**config.mk**
```make
export PLATFORM = sky130hd
export DESIGN_NAME = rotl_exec_unit
export DESIGN_NICKNAME = d
export VERILOG_FILES = /design/src/rtl/rotl_pkg.sv /design/src/rtl/rotl_decode.sv /design/src/rtl/rotl_alu.sv /design/src/rtl/rotl_exec_unit.sv
export SDC_FILE = /design/constraint.sdc
export NUM_CORES = 1
export LEC_CHECK = 0
export CAP_MARGIN = 20
export CELL_PAD_IN_SITES_DETAIL_PLACEMENT = 1
export CELL_PAD_IN_SITES_GLOBAL_PLACEMENT = 1
export CORE_ASPECT_RATIO = 1.75
export CORE_MARGIN = 1
export CORE_UTILIZATION = 30
export DETAILED_ROUTE_END_ITERATION = 8
export DONT_BUFFER_PORTS = 1
export GPL_TIMING_DRIVEN = 0
export PLACE_DENSITY_LB_ADDON = 0.1
export SLEW_MARGIN = 20
export SYNTH_ARGS = -nofsm -noshare
export SYNTH_HDL_FRONTEND = slang
export SYNTH_SLANG_ARGS = --single-unit
```
**constraint.sdc**
```tcl
create_clock -name clk -period 2.3 [get_ports clk]
set_input_delay 0.23 -clock clk [delete_from_list [all_inputs] [get_ports clk]]
set_output_delay 0.23 -clock clk [all_outputs]
set_load 0.02 [all_outputs]
```
**src/rtl/rotl_pkg.sv**
```systemverilog
package rotl_pkg;

    typedef enum logic [2:0] {
        ST_IDLE,
        ST_READ,
        ST_LATCH,
        ST_WRITE,
        ST_REGDONE
    } state_e;

    typedef enum logic {
        ROT_CIRC  = 1'b0,
        ROT_CARRY = 1'b1
    } rot_e;

    localparam int FLG_S  = 7;
    localparam int FLG_Z  = 6;
    localparam int FLG_H  = 4;
    localparam int FLG_PV = 2;
    localparam int FLG_N  = 1;
    localparam int FLG_C  = 0;

    localparam logic [2:0] CODE_MEM = 3'd6;
    localparam logic [2:0] CODE_ACC = 3'd7;

    localparam logic [3:0] CYC_SHORT = 4'd1;
    localparam logic [3:0] CYC_REG   = 4'd2;
    localparam logic [3:0] CYC_PTR   = 4'd5;
    localparam logic [3:0] CYC_IDX   = 4'd7;

    typedef struct packed {
        rot_e       op;
        logic [2:0] code;
        logic       is_mem;
        logic       is_idx;
        logic       short_form;
        logic [3:0] cycles;
    } dec_t;

endpackage

```
**src/rtl/rotl_decode.sv**
```systemverilog
module rotl_decode
    import rotl_pkg::*;
(
    input  logic       page_form,
    input  logic [7:0] opcode,
    input  logic       idx_sel,
    input  logic       ovr_prefix,
    output dec_t       dec
);
    logic unused_opbits;
    assign unused_opbits = ^{opcode[7:5], opcode[3]};

    always_comb begin
        if (!page_form) begin
            dec.op         = ROT_CARRY;
            dec.code       = CODE_ACC;
            dec.is_mem     = 1'b0;
            dec.is_idx     = 1'b0;
            dec.short_form = 1'b1;
            dec.cycles     = CYC_SHORT;
        end else begin
            dec.op         = rot_e'(opcode[4]);
            dec.code       = opcode[2:0];
            dec.is_mem     = (opcode[2:0] == CODE_MEM);
            dec.is_idx     = (opcode[2:0] == CODE_MEM) && idx_sel;
            dec.short_form = 1'b0;
            if (opcode[2:0] != CODE_MEM)
                dec.cycles = CYC_REG + {3'b000, ovr_prefix};
            else if (idx_sel)
                dec.cycles = CYC_IDX + {3'b000, ovr_prefix};
            else
                dec.cycles = CYC_PTR + {3'b000, ovr_prefix};
        end
    end
endmodule

```
**src/rtl/rotl_alu.sv**
```systemverilog
module rotl_alu
    import rotl_pkg::*;
(
    input  rot_e       op,
    input  logic       short_form,
    input  logic [7:0] operand,
    input  logic [7:0] flags_in,
    output logic [7:0] result,
    output logic [7:0] flags_out
);
    logic fill_bit;

    always_comb begin
        fill_bit = (op == ROT_CARRY) ? flags_in[FLG_C] : operand[7];
        result   = {operand[6:0], fill_bit};

        flags_out         = flags_in;
        flags_out[FLG_H]  = 1'b0;
        flags_out[FLG_N]  = 1'b0;
        flags_out[FLG_C]  = operand[7];
        if (!short_form) begin
            flags_out[FLG_S]  = result[7];
            flags_out[FLG_Z]  = (result == 8'h00);
            flags_out[FLG_PV] = ~^result;
        end
    end
endmodule

```
**src/rtl/rotl_exec_unit.sv**
```systemverilog
module rotl_exec_unit
    import rotl_pkg::*;
#(
    parameter int ADDR_W = 24
) (
    input  logic              clk,
    input  logic              rst_n,
    input  logic              op_valid,
    input  logic              page_form,
    input  logic [7:0]        opcode,
    input  logic              idx_sel,
    input  logic              ovr_prefix,
    input  logic [7:0]        reg_val,
    input  logic [7:0]        flags_in,
    input  logic [ADDR_W-1:0] ptr_addr,
    input  logic [ADDR_W-1:0] idx_base,
    input  logic [7:0]        disp,
    input  logic [7:0]        mem_rdata,
    output logic              busy,
    output logic              done,
    output logic              reg_we,
    output logic [2:0]        reg_sel,
    output logic [7:0]        result,
    output logic [7:0]        flags_out,
    output logic [3:0]        cycles,
    output logic              mem_rd,
    output logic              mem_wr,
    output logic [ADDR_W-1:0] mem_addr,
    output logic [7:0]        mem_wdata
);
    localparam int EXT_W = ADDR_W - 8;

    state_e            state_q, state_d;
    dec_t              dec;
    rot_e              op_q;
    logic [2:0]        code_q;
    logic [7:0]        flg_save_q;
    logic [ADDR_W-1:0] addr_q;
    logic [7:0]        result_q;
    logic [7:0]        flags_q;
    logic [3:0]        cycles_q;

    rot_e              alu_op;
    logic              alu_short;
    logic [7:0]        alu_operand;
    logic [7:0]        alu_flags_in;
    logic [7:0]        alu_result;
    logic [7:0]        alu_flags;
    logic [ADDR_W-1:0] idx_addr;

    rotl_decode u_dec (
        .page_form  (page_form),
        .opcode     (opcode),
        .idx_sel    (idx_sel),
        .ovr_prefix (ovr_prefix),
        .dec        (dec)
    );

    // one shared rotator: register operand in IDLE, memory byte in LATCH
    always_comb begin
        if (state_q == ST_LATCH) begin
            alu_op       = op_q;
            alu_short    = 1'b0;
            alu_operand  = mem_rdata;
            alu_flags_in = flg_save_q;
        end else begin
            alu_op       = dec.op;
            alu_short    = dec.short_form;
            alu_operand  = reg_val;
            alu_flags_in = flags_in;
        end
    end

    rotl_alu u_alu (
        .op         (alu_op),
        .short_form (alu_short),
        .operand    (alu_operand),
        .flags_in   (alu_flags_in),
        .result     (alu_result),
        .flags_out  (alu_flags)
    );

    assign idx_addr = idx_base + {{EXT_W{disp[7]}}, disp};

    // next-state logic
    always_comb begin
        state_d = state_q;
        unique case (state_q)
            ST_IDLE:    if (op_valid) state_d = dec.is_mem ? ST_READ : ST_REGDONE;
            ST_READ:    state_d = ST_LATCH;
            ST_LATCH:   state_d = ST_WRITE;
            ST_WRITE:   state_d = ST_IDLE;
            ST_REGDONE: state_d = ST_IDLE;
            default:    state_d = ST_IDLE;
        endcase
    end

    // state register and datapath captures
    always_ff @(posedge clk or negedge rst_n) begin
        if (!rst_n) begin
            state_q    <= ST_IDLE;
            op_q       <= ROT_CIRC;
            code_q     <= 3'd0;
            flg_save_q <= 8'h00;
            addr_q     <= '0;
            result_q   <= 8'h00;
            flags_q    <= 8'h00;
            cycles_q   <= 4'd0;
        end else begin
            state_q <= state_d;
            if (state_q == ST_IDLE && op_valid) begin
                op_q       <= dec.op;
                code_q     <= dec.code;
                flg_save_q <= flags_in;
                cycles_q   <= dec.cycles;
                addr_q     <= dec.is_idx ? idx_addr : ptr_addr;
                if (!dec.is_mem) begin
                    result_q <= alu_result;
                    flags_q  <= alu_flags;
                end
            end
            if (state_q == ST_LATCH) begin
                result_q <= alu_result;
                flags_q  <= alu_flags;
            end
        end
    end

    // outputs
    always_comb begin
        busy      = (state_q != ST_IDLE);
        done      = (state_q == ST_WRITE) || (state_q == ST_REGDONE);
        reg_we    = (state_q == ST_REGDONE);
        mem_rd    = (state_q == ST_READ);
        mem_wr    = (state_q == ST_WRITE);
        mem_addr  = addr_q;
        mem_wdata = result_q;
        result    = result_q;
        flags_out = flags_q;
        reg_sel   = code_q;
        cycles    = cycles_q;
    end
endmodule

```
==> flow_summary_export.csv <==
group,metric,value,unit
place,placed_cell_area,0.003954,mm²
critical_path,cp_top_family,"flip-flops",
critical_path,crit_type,"register to register",
synth,synthMuxAreaShare,0.03810,
place,dp_slack,-0.2370,ns
cells_and_area,n_fill_cell,1459,
synth,synth_largest_area_cell,"dfrtp_1",
worst_hold_path,holdPathStages,2,
synth,synth_top_family_by_area,"compound AO/OA/AOI/OAI gates",
floorplanning,dieHeight,149.8,µm
cts,clockBufferDepth,2,
timing,clock_skew,0.005744,ns
timing,tightest_slew,0.8566,ns
synth,synth_cell_types,58,
timing,rsz0062_at_grt,"false",
synth,synth-simple-area-share,0.1614,
synth,synth_compound_area_frac,0.2340,
critical_path,rrSetupSlack,0.15,ns
synth,netlist_top_cells_area,"dfrtp_1 35%, ha_1 10%, a21oi_1 7.0%",
power_and_ir_drop,p_clk_frac,0.167,
critical_path,crit_top_cell,"buf_4",
critical_path,critPathRequiredTime,2.47,ns
cells_and_area,nets,573,
cts,clk_pin_slew_worst_paths,0.07,ns
synth,ys_ff_latch,52,
synth,synth_top_area_frac,0.3476,
cts,cts.sinks,52,
power_and_ir_drop,p_per_area,1139,mW/mm²
synth,synth-xor-area-share,0.05615,
timing,slew_headroom,0.4277,
floorplanning,io_pins,154,
power_and_ir_drop,power.leakage,1.806,nW
power_and_ir_drop,switchingPower,2.231,mW
floorplanning,die_w,86.45,µm
power_and_ir_drop,ir_worst_vdd,0.2997,mV
timing,hold_viol_final,0,
synth,synth_seq_area_share,0.3476,
drt,wire_per_inst,19.23,µm
floorplanning,dieArea,0.01295,mm²
cells_and_area,final_cell_area,0.004168,mm²
cts,clk_latency,0.29,ns
critical_path,worstReg2RegEnd,"flags_out[2]$_DFFE_PN0P_",
power_and_ir_drop,power.internal,2.516,mW
drt,wirelength,11770,µm
cells_and_area,multi_input_area,0.002263,mm²
cts,cts_buffers,5,
power_and_ir_drop,power.share.sequential,0.456,
synth,synth_most_common_cell,"nand2_1",
critical_path,reg2reg_depth,9,
synth,postSynthCellCount,437,
global_routing,antenna_found_initial,0,
global_routing,grt_pass1_vias,3337,
floorplanning,core_area,0.01207,mm²
critical_path,slowest_delay,0.43,ns
global_routing,grt_first_pass_wirelength,17900,µm
floorplanning,start_util,0.3102,
drt,num_vias,3191,
cts,postCtsSetupRepairBufs,0,
synth,synth-adder-area-share,0.1090,
synth,ys_warn_count,0,
drt,drt-pass1-iter-count,4,
critical_path,cp_cell_sequence,"nor2_2 > and2_1 > buf_4 > buf_4 > a21oi_1 > ha_1 > xor2_1 > xnor2_1 > o22ai_1",
timing,drv_slew,0,
global_routing,grt_overflow,0,
worst_hold_path,hold_path.class,"input pin to register",
cts,htreeDepth,2,
drt,drc_errors,0,
cells_and_area,antenna-diode-count,0,
critical_path,cp-end-kind,"register",
power_and_ir_drop,power.share.combinational,0.376,
critical_path,cp_data_arrival_time,2.31,ns
floorplanning,rows,53,
worst_hold_path,holdPathEnd,"flg_save_q[5]$_DFFE_PN0P_",
synth,synth_ff_type,"dfrtp_1",
flow_run,drv_cap,0,
drt,ant_nets,0,
cells_and_area,final_util,0.3453,
cts,clock-root-buffer,"clkbuf_16",
drt,routed_via_density,5.214,
critical_path,worst-path-buf-inv,2,
drt,drt_iter0_drc,54,
cells_and_area,ff_latch_area,0.001301,mm²
synth,syn_avg_cell_area,8.567,µm²
timing,timing.final.crit_share,0.9340,
place,place_hpwl,9626,µm
timing,period_minus_slack,2.148,ns
place,gp_congestion,0.8148,
timing,fmax,465.5,MHz
timing,setup_viol,0,
cts,cts_tree,"yes",
worst_hold_path,min-delay-start,"flags_in[5]",
outcome,status,"finished clean",
synth,syn_area,0.003744,mm²
critical_path,r2r_start,"state_q[2]$_DFFE_PN0P_",
critical_path,cpMaxStageDelayCell,"dfrtp_1",
critical_path,crit_fanout,10,
cells_and_area,layout-drive-gt1-share,0.09396,
critical_path,startpoint_type,"register",
global_routing,track_usage,0.1818,
timing,setup_slack,0.1517,ns
cells_and_area,area.growth.synth_to_final,11.33,%
global_routing,grt_max_degree,53,
power_and_ir_drop,swShare,0.4700,
place,io_buffer_count,0,
synth,yosys-top-cells-count,"54 x nand2_1, 52 x a21oi_1, 52 x dfrtp_1",
synth,synth-edff-count,0,
synth,async_flop_share,1.000,
## worst register-to-register path, cell delays in order, from the launching register on
cell and delay [ns]:
dfrtp_1 0.43, nor2_2 0.06, and2_1 0.15, buf_4 0.19, buf_4 0.18, a21oi_1 0.23, ha_1 0.29, xor2_1 0.16
xnor2_1 0.22, o22ai_1 0.10
## how the worst max path moves through the flow
stage | start | to | slack, ns | cells past startpoint
final | state_q[2]$_DFFE_PN0P_ | flags_out[2]$_DFFE_PN0P_ | 0.15 | 9
after global routing | state_q[1]$_DFFE_PN0P_ | mem_addr[0]$_DFFE_PN0P_ | 0.008 | 6
after CTS | state_q[0]$_DFFE_PN0P_ | flags_out[2]$_DFFE_PN0P_ | 0.07 | 8
after detailed placement | state_q[0]$_DFFE_PN0P_ | flags_out[2]$_DFFE_PN0P_ | -0.24 | 9
after global placement | state_q[0]$_DFFE_PN0P_ | flags_out[2]$_DFFE_PN0P_ | -0.20 | 9
after floorplan | idx_base[0] | mem_addr[18]$_DFFE_PN0P_ | 0.20 | 10
## cells in the final DEF, fill, tap and decap left out, drive strengths merged, types with 5 or more instances in the layout
| master | Yosys | layout |
|---|---|---|
| mux2i | 12 | 12 |
| nor2 | 40 | 40 |
| a21o | 7 | 7 |
| nand2 | 55 | 55 |
| a31oi | 11 | 11 |
| a21oi | 52 | 52 |
| buf | 15 | 17 |
| xnor2 | 10 | 10 |
| inv | 11 | 11 |
| dfrtp | 52 | 52 |
| a22oi | 8 | 8 |
| xor2 | 14 | 14 |
| nand3 | 8 | 8 |
| nor3 | 5 | 5 |
| clkbuf | 15 | 21 |
| and2 | 5 | 5 |
| and3 | 5 | 5 |
| o21ai | 30 | 30 |
| ha | 31 | 31 |
## state kept, by name, summed over array words and instances, names as in the netlist
| name | cells |
|---|---|
| reg_sel | 3 |
| cycles | 4 |
| state_q | 3 |
| flg_save_q | 3 |
| flags_out | 6 |
| mem_addr | 24 |
| mem_wdata | 8 |
| op_q | 1 |
## cell type report
cell class              instances  share of cell area
plain buffers                  30             0.03963
clock buffers                   7             0.03663
inverters                      11            0.009907
multi-input cells             345              0.5431
flip-flops and latches         52              0.3122
well taps                     165             0.04953
repair buffers                  2            0.009006
## metal layers
metal,up-vias,track usage,routed length (µm)
met5,-,0,0
met3,12,0.04192,744
met2,84,0.3587,6674
li1,1567,-,-
met4,0,0.05417,206
met1,1528,0.1836,4144
## stage by stage
stage	setup TNS, ns	hold slack [ns]	std cells	power (mW)
floorplan	0	-0.06559	438	3.460
global placement	-0.6018	-0.06439	603	3.915
detailed placement	-0.6781	-0.06420	603	3.976
global route	0	0.04510	612	5.095
finish	0	0.04526	612	4.748
CTS	0	0.03918	612	4.826
## power by group through the flow
stage / clock network (mW) / logic (mW) / registers, mW
2_1_floorplan: 0 / 1.41 / 2.05
3_3_place_gp: 0 / 1.73 / 2.19
5_1_grt: 0.859 / 2.01 / 2.23
4_1_cts: 0.826 / 1.82 / 2.18
3_5_place_dp: 0 / 1.78 / 2.20
6_report: 0.795 / 1.79 / 2.17
## cells by family after synthesis
logic type / count (synthesis)
compound gates: 139
simple gates: 134
flops: 52
buf+inv: 41
fa+ha+maj: 32
xor+xnor: 24
mux: 14
other cells: 1
## repair_timing
action	CTS	global route
gates resized for setup	3	8
hold buffers	2	0
setup endpoints to repair	1	8
hold endpoints to repair	52	0
No activity file was read; power rests on OpenSTA's default activity.
